$ cat config.mk
export PLATFORM = sky130hd
export DESIGN_NAME = irq_vector_ctrl
export DESIGN_NICKNAME = d
export VERILOG_FILES = /design/src/rtl/irq_pkg.sv /design/src/rtl/irq_flag_bank.sv /design/src/rtl/irq_prio_pick.sv /design/src/rtl/irq_gie_ctrl.sv /design/src/rtl/irq_vec_gen.sv /design/src/rtl/irq_vector_ctrl.sv
export SDC_FILE = /design/constraint.sdc
export NUM_CORES = 1
export LEC_CHECK = 0
export BUFFER_PORTS_ARGS = -buffer_cell sky130_fd_sc_hd__buf_4
export CORE_MARGIN = 2
export CORE_UTILIZATION = 30
export CTS_BUF_LIST = sky130_fd_sc_hd__clkbuf_4 sky130_fd_sc_hd__clkbuf_8
export CTS_CLUSTER_DIAMETER = 40
export DETAILED_ROUTE_END_ITERATION = 6
export PLACE_DENSITY = 0.65
export SYNTH_ARGS = -nofsm -noshare
export SYNTH_HDL_FRONTEND = slang
export SYNTH_SLANG_ARGS = --single-unit
$ cat constraint.sdc
create_clock -name clk -period 3.2 [get_ports clk]
set_input_delay 0.48 -clock clk [delete_from_list [all_inputs] [get_ports clk]]
set_output_delay 0.48 -clock clk [all_outputs]
set_load 0.01 [all_outputs]
$ cat src/rtl/irq_pkg.sv
package irq_pkg;
   // Each vector table entry holds this many instruction words.
   localparam int unsigned ENTRY_WORDS = 2;
   // Table slot 0 belongs to reset; sources follow it.
   localparam int unsigned RESET_SLOTS = 1;

   function automatic int unsigned entry_offset(input int unsigned src_idx);
      return (src_idx + RESET_SLOTS) * ENTRY_WORDS;
   endfunction

   typedef enum logic [0:0] {
      SRC_EVENT = 1'b0,
      SRC_LEVEL = 1'b1
   } src_kind_e;
endpackage

$ cat src/rtl/irq_flag_bank.sv
module irq_flag_bank #(
   parameter int unsigned NUM_SRC    = 8,
   parameter logic [NUM_SRC-1:0] LEVEL_MASK = '0
) (
   input  logic               clk,
   input  logic               rst_n,
   input  logic [NUM_SRC-1:0] req,
   input  logic [NUM_SRC-1:0] clr,
   input  logic [NUM_SRC-1:0] taken_oh,
   output logic [NUM_SRC-1:0] flag_q,
   output logic [NUM_SRC-1:0] pending
);
   for (genvar i = 0; i < NUM_SRC; i++) begin : g_src
      if (irq_pkg::src_kind_e'(LEVEL_MASK[i]) == irq_pkg::SRC_LEVEL) begin : g_level
         logic unused_lvl;
         assign unused_lvl = clr[i] ^ taken_oh[i];
         assign flag_q[i]  = 1'b0;
         assign pending[i] = req[i];
      end else begin : g_event
         logic f_q;
         always_ff @(posedge clk) begin
            if (!rst_n)
               f_q <= 1'b0;
            else if (req[i])
               f_q <= 1'b1;
            else if (clr[i] || taken_oh[i])
               f_q <= 1'b0;
         end
         assign flag_q[i]  = f_q;
         assign pending[i] = f_q;
      end
   end
endmodule

$ cat src/rtl/irq_prio_pick.sv
module irq_prio_pick #(
   parameter int unsigned NUM_SRC = 8,
   localparam int unsigned IDX_W  = (NUM_SRC > 1) ? $clog2(NUM_SRC) : 1
) (
   input  logic [NUM_SRC-1:0] eligible,
   output logic [NUM_SRC-1:0] grant_oh,
   output logic [IDX_W-1:0]   grant_idx,
   output logic               any
);
   always_comb begin
      grant_oh  = '0;
      grant_idx = '0;
      for (int i = NUM_SRC - 1; i >= 0; i--) begin
         if (eligible[i]) begin
            grant_oh  = '0;
            grant_oh[i] = 1'b1;
            grant_idx = IDX_W'(i);
         end
      end
   end

   assign any = |eligible;
endmodule

$ cat src/rtl/irq_gie_ctrl.sv
module irq_gie_ctrl (
   input  logic clk,
   input  logic rst_n,
   input  logic gie_set,
   input  logic gie_clr,
   input  logic reti,
   input  logic retire,
   input  logic take,
   output logic gie_q,
   output logic allow
);
   logic hold_q;

   always_ff @(posedge clk) begin
      if (!rst_n) begin
         gie_q  <= 1'b0;
         hold_q <= 1'b0;
      end else begin
         if (take || gie_clr)
            gie_q <= 1'b0;
         else if (gie_set || reti)
            gie_q <= 1'b1;

         if (reti)
            hold_q <= 1'b1;
         else if (retire)
            hold_q <= 1'b0;
      end
   end

   // Disable acts in its own cycle; a return and its shadow block taking.
   assign allow = gie_q && !gie_clr && !hold_q && !reti;
endmodule

$ cat src/rtl/irq_vec_gen.sv
module irq_vec_gen #(
   parameter int unsigned NUM_SRC   = 8,
   parameter int unsigned ADDR_W    = 16,
   parameter int unsigned APP_BASE  = 0,
   parameter int unsigned BOOT_BASE = 'h7800,
   localparam int unsigned IDX_W    = (NUM_SRC > 1) ? $clog2(NUM_SRC) : 1
) (
   input  logic [IDX_W-1:0]  grant_idx,
   input  logic              any,
   input  logic              vec_sel,
   output logic [ADDR_W-1:0] vec_addr
);
   logic [ADDR_W-1:0] base;
   logic [ADDR_W-1:0] offset;

   if (APP_BASE == BOOT_BASE) begin : g_fixed_base
      logic unused_sel;
      assign unused_sel = vec_sel;
      assign base = ADDR_W'(APP_BASE);
   end else begin : g_sel_base
      assign base = vec_sel ? ADDR_W'(BOOT_BASE) : ADDR_W'(APP_BASE);
   end

   assign offset   = any ? ADDR_W'(irq_pkg::entry_offset(32'(grant_idx))) : '0;
   assign vec_addr = base + offset;
endmodule

$ cat src/rtl/irq_vector_ctrl.sv
module irq_vector_ctrl #(
   parameter int unsigned NUM_SRC   = 8,
   parameter int unsigned ADDR_W    = 16,
   parameter int unsigned APP_BASE  = 0,
   parameter int unsigned BOOT_BASE = 'h7800,
   parameter logic [NUM_SRC-1:0] LEVEL_MASK = 8'hC0
) (
   input  logic               clk,
   input  logic               rst_n,
   input  logic [NUM_SRC-1:0] src_req,
   input  logic [NUM_SRC-1:0] src_en,
   input  logic [NUM_SRC-1:0] flag_clr,
   input  logic               gie_set,
   input  logic               gie_clr,
   input  logic               reti,
   input  logic               retire,
   input  logic               vec_sel,
   output logic               take,
   output logic [ADDR_W-1:0]  vec_addr,
   output logic               gie,
   output logic [NUM_SRC-1:0] flags
);
   localparam int unsigned IDX_W   = (NUM_SRC > 1) ? $clog2(NUM_SRC) : 1;
   localparam longint unsigned TOP_END =
      longint'(BOOT_BASE > APP_BASE ? BOOT_BASE : APP_BASE) +
      longint'(irq_pkg::entry_offset(NUM_SRC));

   if (NUM_SRC < 1 || NUM_SRC > 64) begin : g_bad_count
      $error("irq_vector_ctrl: NUM_SRC must be 1..64");
   end
   if (ADDR_W < 2 || ADDR_W > 32) begin : g_bad_width
      $error("irq_vector_ctrl: ADDR_W must be 2..32");
   end
   if (TOP_END > (64'd1 << ADDR_W)) begin : g_bad_range
      $error("irq_vector_ctrl: vector table exceeds address space");
   end
   if ((APP_BASE % 2) != 0 || (BOOT_BASE % 2) != 0) begin : g_bad_align
      $error("irq_vector_ctrl: vector bases must be even");
   end

   logic [NUM_SRC-1:0] pending;
   logic [NUM_SRC-1:0] eligible;
   logic [NUM_SRC-1:0] grant_oh;
   logic [NUM_SRC-1:0] taken_oh;
   logic [IDX_W-1:0]   grant_idx;
   logic               any;
   logic               allow;

   irq_flag_bank #(
      .NUM_SRC    (NUM_SRC),
      .LEVEL_MASK (LEVEL_MASK)
   ) u_flags (
      .clk      (clk),
      .rst_n    (rst_n),
      .req      (src_req),
      .clr      (flag_clr),
      .taken_oh (taken_oh),
      .flag_q   (flags),
      .pending  (pending)
   );

   assign eligible = pending & src_en;

   irq_prio_pick #(
      .NUM_SRC (NUM_SRC)
   ) u_pick (
      .eligible  (eligible),
      .grant_oh  (grant_oh),
      .grant_idx (grant_idx),
      .any       (any)
   );

   irq_gie_ctrl u_gie (
      .clk     (clk),
      .rst_n   (rst_n),
      .gie_set (gie_set),
      .gie_clr (gie_clr),
      .reti    (reti),
      .retire  (retire),
      .take    (take),
      .gie_q   (gie),
      .allow   (allow)
   );

   assign take     = allow && any;
   assign taken_oh = take ? grant_oh : '0;

   irq_vec_gen #(
      .NUM_SRC   (NUM_SRC),
      .ADDR_W    (ADDR_W),
      .APP_BASE  (APP_BASE),
      .BOOT_BASE (BOOT_BASE)
   ) u_vec (
      .grant_idx (grant_idx),
      .any       (any),
      .vec_sel   (vec_sel),
      .vec_addr  (vec_addr)
   );
endmodule

# Word-level counts from Yosys, hierarchy flattened
# Cells that the tools add are included.
[word_totals] register_bits=8 in_bits=31 output_inout_bits=26 word_cells=68
[classes] add_sub_neg=2 n_mux=32 bitwise_logic=2 n_reduce_logical=24
[op_table] op="6-bit 2-to-1 mux" n=8
[op_table] op="3-bit 2-to-1 mux" n=8
[op_table] op="16-bit adder" n=1
[op_table] op="16-bit 2-to-1 mux" n=1
[op_table] op="15-bit 2-to-1 mux" n=1
[op_table] op="1-bit 2-to-1 mux" n=14
[op_table] op="2-bit nonzero test" n=7
[op_table] op="8-bit AND" n=1
[op_table] op="1-bit logical OR" n=8
[op_table] op="8-bit OR reduction" n=1
[op_table] op="3-bit by 1-bit adder with 4-bit output (second input constant)" n=1
[op_table] op="1-bit logical AND" n=4
[op_table] op="1-bit zero test" n=3
[op_table] op="2-bit OR reduction" n=1
[op_table] op="1-bit inverter" n=1

# Longest topological paths before layout
[depth] depth_word=12 ltp_mapped=5 ltp_nobuf=5

# Hierarchy
# From an unflattened synthesis, not the netlist that was laid out.
[hier_totals] hier_cells=102 area_unflattened_um2=842.1
[modules_own_cells] mod="irq_flag_bank" n_inst=1 cells_per_inst=35 area_per_inst_um2=364.1
[modules_own_cells] mod="irq_prio_pick" n_inst=1 cells_per_inst=24 area_per_inst_um2=143.9
[modules_own_cells] mod="irq_vec_gen" n_inst=1 cells_per_inst=19 area_per_inst_um2=143.9
[modules_own_cells] mod="irq_vector_ctrl" n_inst=1 cells_per_inst=17 area_per_inst_um2=107.6
[modules_own_cells] mod="irq_gie_ctrl" n_inst=1 cells_per_inst=7 area_per_inst_um2=82.6

# Worst setup path after synthesis
# Ideal clock, no wire load.
[synth_path] path_type="input -> output" from="in src_en[1]" to="out vec_addr[3]" arrival_ns=1.534 t_required_ns=2.720 setup_slack_ns=1.186 stages=5 n_path_buf=0 path_cell_list="nand2_1 > a32o_1 > a41oi_1 > ha_1 > mux2_2"
[synth_between] elab_chain_len=6 elab_cells_between_ends=7 cone_classes="add/sub: 2; mux: 3; bitwise: 1; reduce/logical: 1"
[synth_rtl] element="start: declaration" line="irq_vector_ctrl.sv:11" text="input logic [NUM_SRC-1:0] src_en,"
[synth_rtl] element="8-bit AND *" line="irq_vector_ctrl.sv:62" text="assign eligible = pending & src_en;"
[synth_rtl] element="3-bit 2-to-1 mux (2 in series)" line="irq_prio_pick.sv:14" text="if (eligible[i]) begin"
[synth_rtl] element="3-bit by 1-bit adder with 4-bit output" line="irq_pkg.sv:8" text="return (src_idx + RESET_SLOTS) * ENTRY_WORDS;"
[synth_rtl] element="16-bit 2-to-1 mux *" line="irq_vec_gen.sv:24" text="assign offset = any ? ADDR_W'(irq_pkg::entry_offset(32'(grant_idx))) : '0;"
[synth_rtl] element="16-bit adder *" line="irq_vec_gen.sv:25" text="assign vec_addr = base + offset;"
[synth_rtl] element="end: declaration" line="irq_vector_ctrl.sv:19" text="output logic [ADDR_W-1:0] vec_addr,"
# Every way passes the cells marked *; elsewhere a longest branch is shown, timed or not.

# Final worst setup path
[layout_path] from="reg u_flags.g_src[1].g_event.f_q" to="out vec_addr[3]"
[layout_between] elab_chain_len=6 elab_cells_between_ends=7 cone_classes="add/sub: 2; mux: 3; bitwise: 1; reduce/logical: 1"
[layout_rtl] element="start: declaration" line="irq_flag_bank.sv:20" text="logic f_q;"
[layout_rtl] element="start signal: assignment" line="irq_flag_bank.sv:23" text="f_q <= 1'b0;"
[layout_rtl] element="start signal: assignment" line="irq_flag_bank.sv:25" text="f_q <= 1'b1;"
[layout_rtl] element="start signal: assignment" line="irq_flag_bank.sv:27" text="f_q <= 1'b0;"
[layout_rtl] element="8-bit AND *" line="irq_vector_ctrl.sv:62"
[layout_rtl] element="3-bit 2-to-1 mux (2 in series)" line="irq_prio_pick.sv:14"
[layout_rtl] element="3-bit by 1-bit adder with 4-bit output" line="irq_pkg.sv:8"
[layout_rtl] element="16-bit 2-to-1 mux *" line="irq_vec_gen.sv:24"
[layout_rtl] element="16-bit adder *" line="irq_vec_gen.sv:25"
# Marks and branches as above.

==> metrics.txt <==
row cnt 17; count of endpoints failing setup in the final report 0; die height roughly 52 um; highest net fanout along the worst path 5; total congestion overflow 0; number of DRC violations after detailed routing 0; most common flop cell mapped by yosys dfxtp_1; number of hold buffers added after cts 0; count of warnings emitted by yosys 0; vias after detailed routing between 600 and 700; number of clock sinks seen by CTS 8; type of origin of the critical path flop; worst path cell trace nand2_1 > a32o_1 > a41oi_1 > ha_1 > mux2_2 > buf_4; leakage power roughly 0.43 nW; cell-internal power 0.208 mW; wire length of the first global-routing pass approximately 2600 um; worst reg2reg startpoint u_gie.hold_q$_SDFFE_PN0P_; I/O Buffers 39; area leader, netlist dfxtp_1; Total Routing Usage GR 0.129; Avg Vias per Cell approximately 4.7; Die Footprint roughly 2700 sq um; Post-synth EDFFs 0; cell area after placement just under 900 sq um; FF+latch count, synth 8; clock latency reported for the late side of the worst-skew pair around 250 ps; total buffers and inverters traversed by the critical path 1; sequential cell area fraction in the yosys report 0.237; Core Box Area between 2000 and 2500 sq um; clock network fraction of total power 0.260; share of layout cells above drive strength 1 0.391; # resized after CTS 0; first drt pass iteration count 4; worst min path class primary input to flop; CP Launch Point u_flags.g_src[1].g_event.f_q$_SDFFE_PN0P_; Avg Inst Size Synth slightly above 8 sq um; maximum count of clock buffers along a single path 2; Slew Viols, Final 0; synthesized instance count between 80 and 90; Clock transition at path regs ~50 ps; worst vdd rail ir drop between 0.15 and 0.2 mV; number of CTS-inserted buffers 3; Setup TNS Final 0 ps; largest net degree at the start of global routing 9; result of the run finished, final reports clean; number of antenna violations at the first check in global routing 0; Clock Skews around 1.8 ps; design area 911 sq um; Die Width between 50 and 60 um; start point of the worst hold path gie_clr; routed wire length ~1600 um; number of DRC markers in iteration 0 6; power per standard cell area 327 nW/um^2; dominant delay contributor by cell family on the critical path compound AO/OA/AOI/OAI gates; part of the power in registers 0.382; final-report hold violation count 0; largest stage delay on the critical path approximately 400 ps; cell types occupying the most area after synthesis dfxtp_1, buf_4, o21a_1; share of the synthesized area in the top cell type 0.237; most common cell in the synthesized netlist buf_4; initial cell density of the core 0.312; mapped cell area a little under 700 sq um; critical path type flop to primary output; fin crit period 2430 ps; fmax approximately 0.41 GHz; number of diodes 0; category of the worst setup path capture point primary output; combinational share of power 0.359; HPWL after detailed placement between 1000 and 1500 um; most frequent cells after synthesis buf_4, dfxtp_1, nand2_1; remaining antenna violation count 0; Routed wire per std cell 10.9 um; max-capacitance violation count 0; setup fix buffers added after clock tree synthesis 0; vias in the first global route ~650; Final #Nets 149; unrepaired setup endpoints after global routing false; share of flip-flops with an asynchronous set or reset 0; CP arrival between 1500 and 2000 ps; GPL Wtd Cong 0.765; CTS tree yes; relative area change from synthesis to final layout 34.6%; Period Utilization, post-route 0.759; root buffer cell clkbuf_4; power dissipated by switching net loads about 0.09 mW; cell with the largest stage delay on the worst path dfxtp_1; H-tree depth 1; count of boundary I/O pins 57; number of library cell types mapped by synthesis 26; data required time at the worst endpoint ~2700 ps; switching part of the total 0.302
## worst paths after layout
path	depth (start not counted)	to	slack [ps]
max	6	vec_addr[3]	770
min	2	u_gie.gie_q$_SDFFE_PP0P_	410
max reg2reg	4	u_flags.g_src[0].g_event.f_q$_SDFFE_PN0P_	1720
min reg2reg	2	u_gie.gie_q$_SDFFE_PP0P_	630
## power by group through the flow
stage / registers, mW / clock network [mW] / logic [mW]
after global routing: 0.115 / 0.0888 / 0.119
final: 0.114 / 0.0775 / 0.107
after detailed placement: 0.116 / 0 / 0.108
after CTS: 0.114 / 0.0810 / 0.108
after global placement: 0.116 / 0 / 0.105
after floorplan: 0.114 / 0 / 0.0700
## metrics by stage
step	std cells	hold slack [ps]	total power [mW]	utilization	worst slack, ps
final	143	409	0.298	0.420	771
after global routing	143	407	0.323	0.420	639
after CTS	143	406	0.303	0.420	759
after detailed placement	140	624	0.224	0.409	820
after global placement	140	593	0.221	0.409	857
after floorplan	93	557	0.184	-	1190
## registers in the layout (all words and copies together) (netlist names)
| name | flops |
|---|---|
| u_flags.g_src.g_event.f_q | 6 |
| u_gie.hold_q | 1 |
| u_gie.gie_q | 1 |
## logic make-up (layout without fill, tap and decap cells)
group | count (synthesis) | in the layout | share of synthesized area
multiplexers | 1 | 1 | 0.0166
AO/OA/AOI/OAI | 24 | 24 | 0.275
other | 1 | 10 | 0.00554
AND/OR/NAND/NOR | 26 | 26 | 0.209
buffers and inverters | 23 | 45 | 0.238
flip-flops | 8 | 8 | 0.237
adder cells (fa/ha/maj) | 1 | 1 | 0.0185
## cell usage in the layout, fill, tap and decap left out
cell	synthesis	final
a211oi_1	1	1
a21oi_1	4	4
a22o_1	2	2
a22oi_1	4	4
a311oi_1	3	3
a32o_1	1	1
a41oi_1	1	1
a41oi_2	1	1
and2_1	1	1
buf_4	20	39
clkbuf_4	0	3
conb_1	1	10
dfxtp_1	8	8
ha_1	1	1
inv_1	3	3
mux2_2	1	1
nand2_1	8	8
nand2b_1	3	3
nand3_1	1	1
nand4_1	1	1
nor2_1	4	4
nor2b_1	3	3
nor3_1	2	2
nor4b_1	2	2
o21a_1	6	6
o21ai_0	1	1
or4b_4	1	1
## metal layers
layer | global-route usage | up-vias | wire (um)
met5 | 0 | - | 0
met4 | 0.0702 | 0 | 23
met3 | 0.0259 | 3 | 136
met1 | 0.149 | 292 | 620
li1 | - | 337 | -
met2 | 0.222 | 34 | 778
## cell type report
class / instances / area, sq um
clock buffer: 3 / 22.5
tap: 28 / 35.0
timing repair buffer: 39 / 293
inverter: 3 / 11.3
fill: 227 / 1260
sequential: 8 / 160
multi-input combinational: 62 / 389
Power figures use the tool's default switching activity.
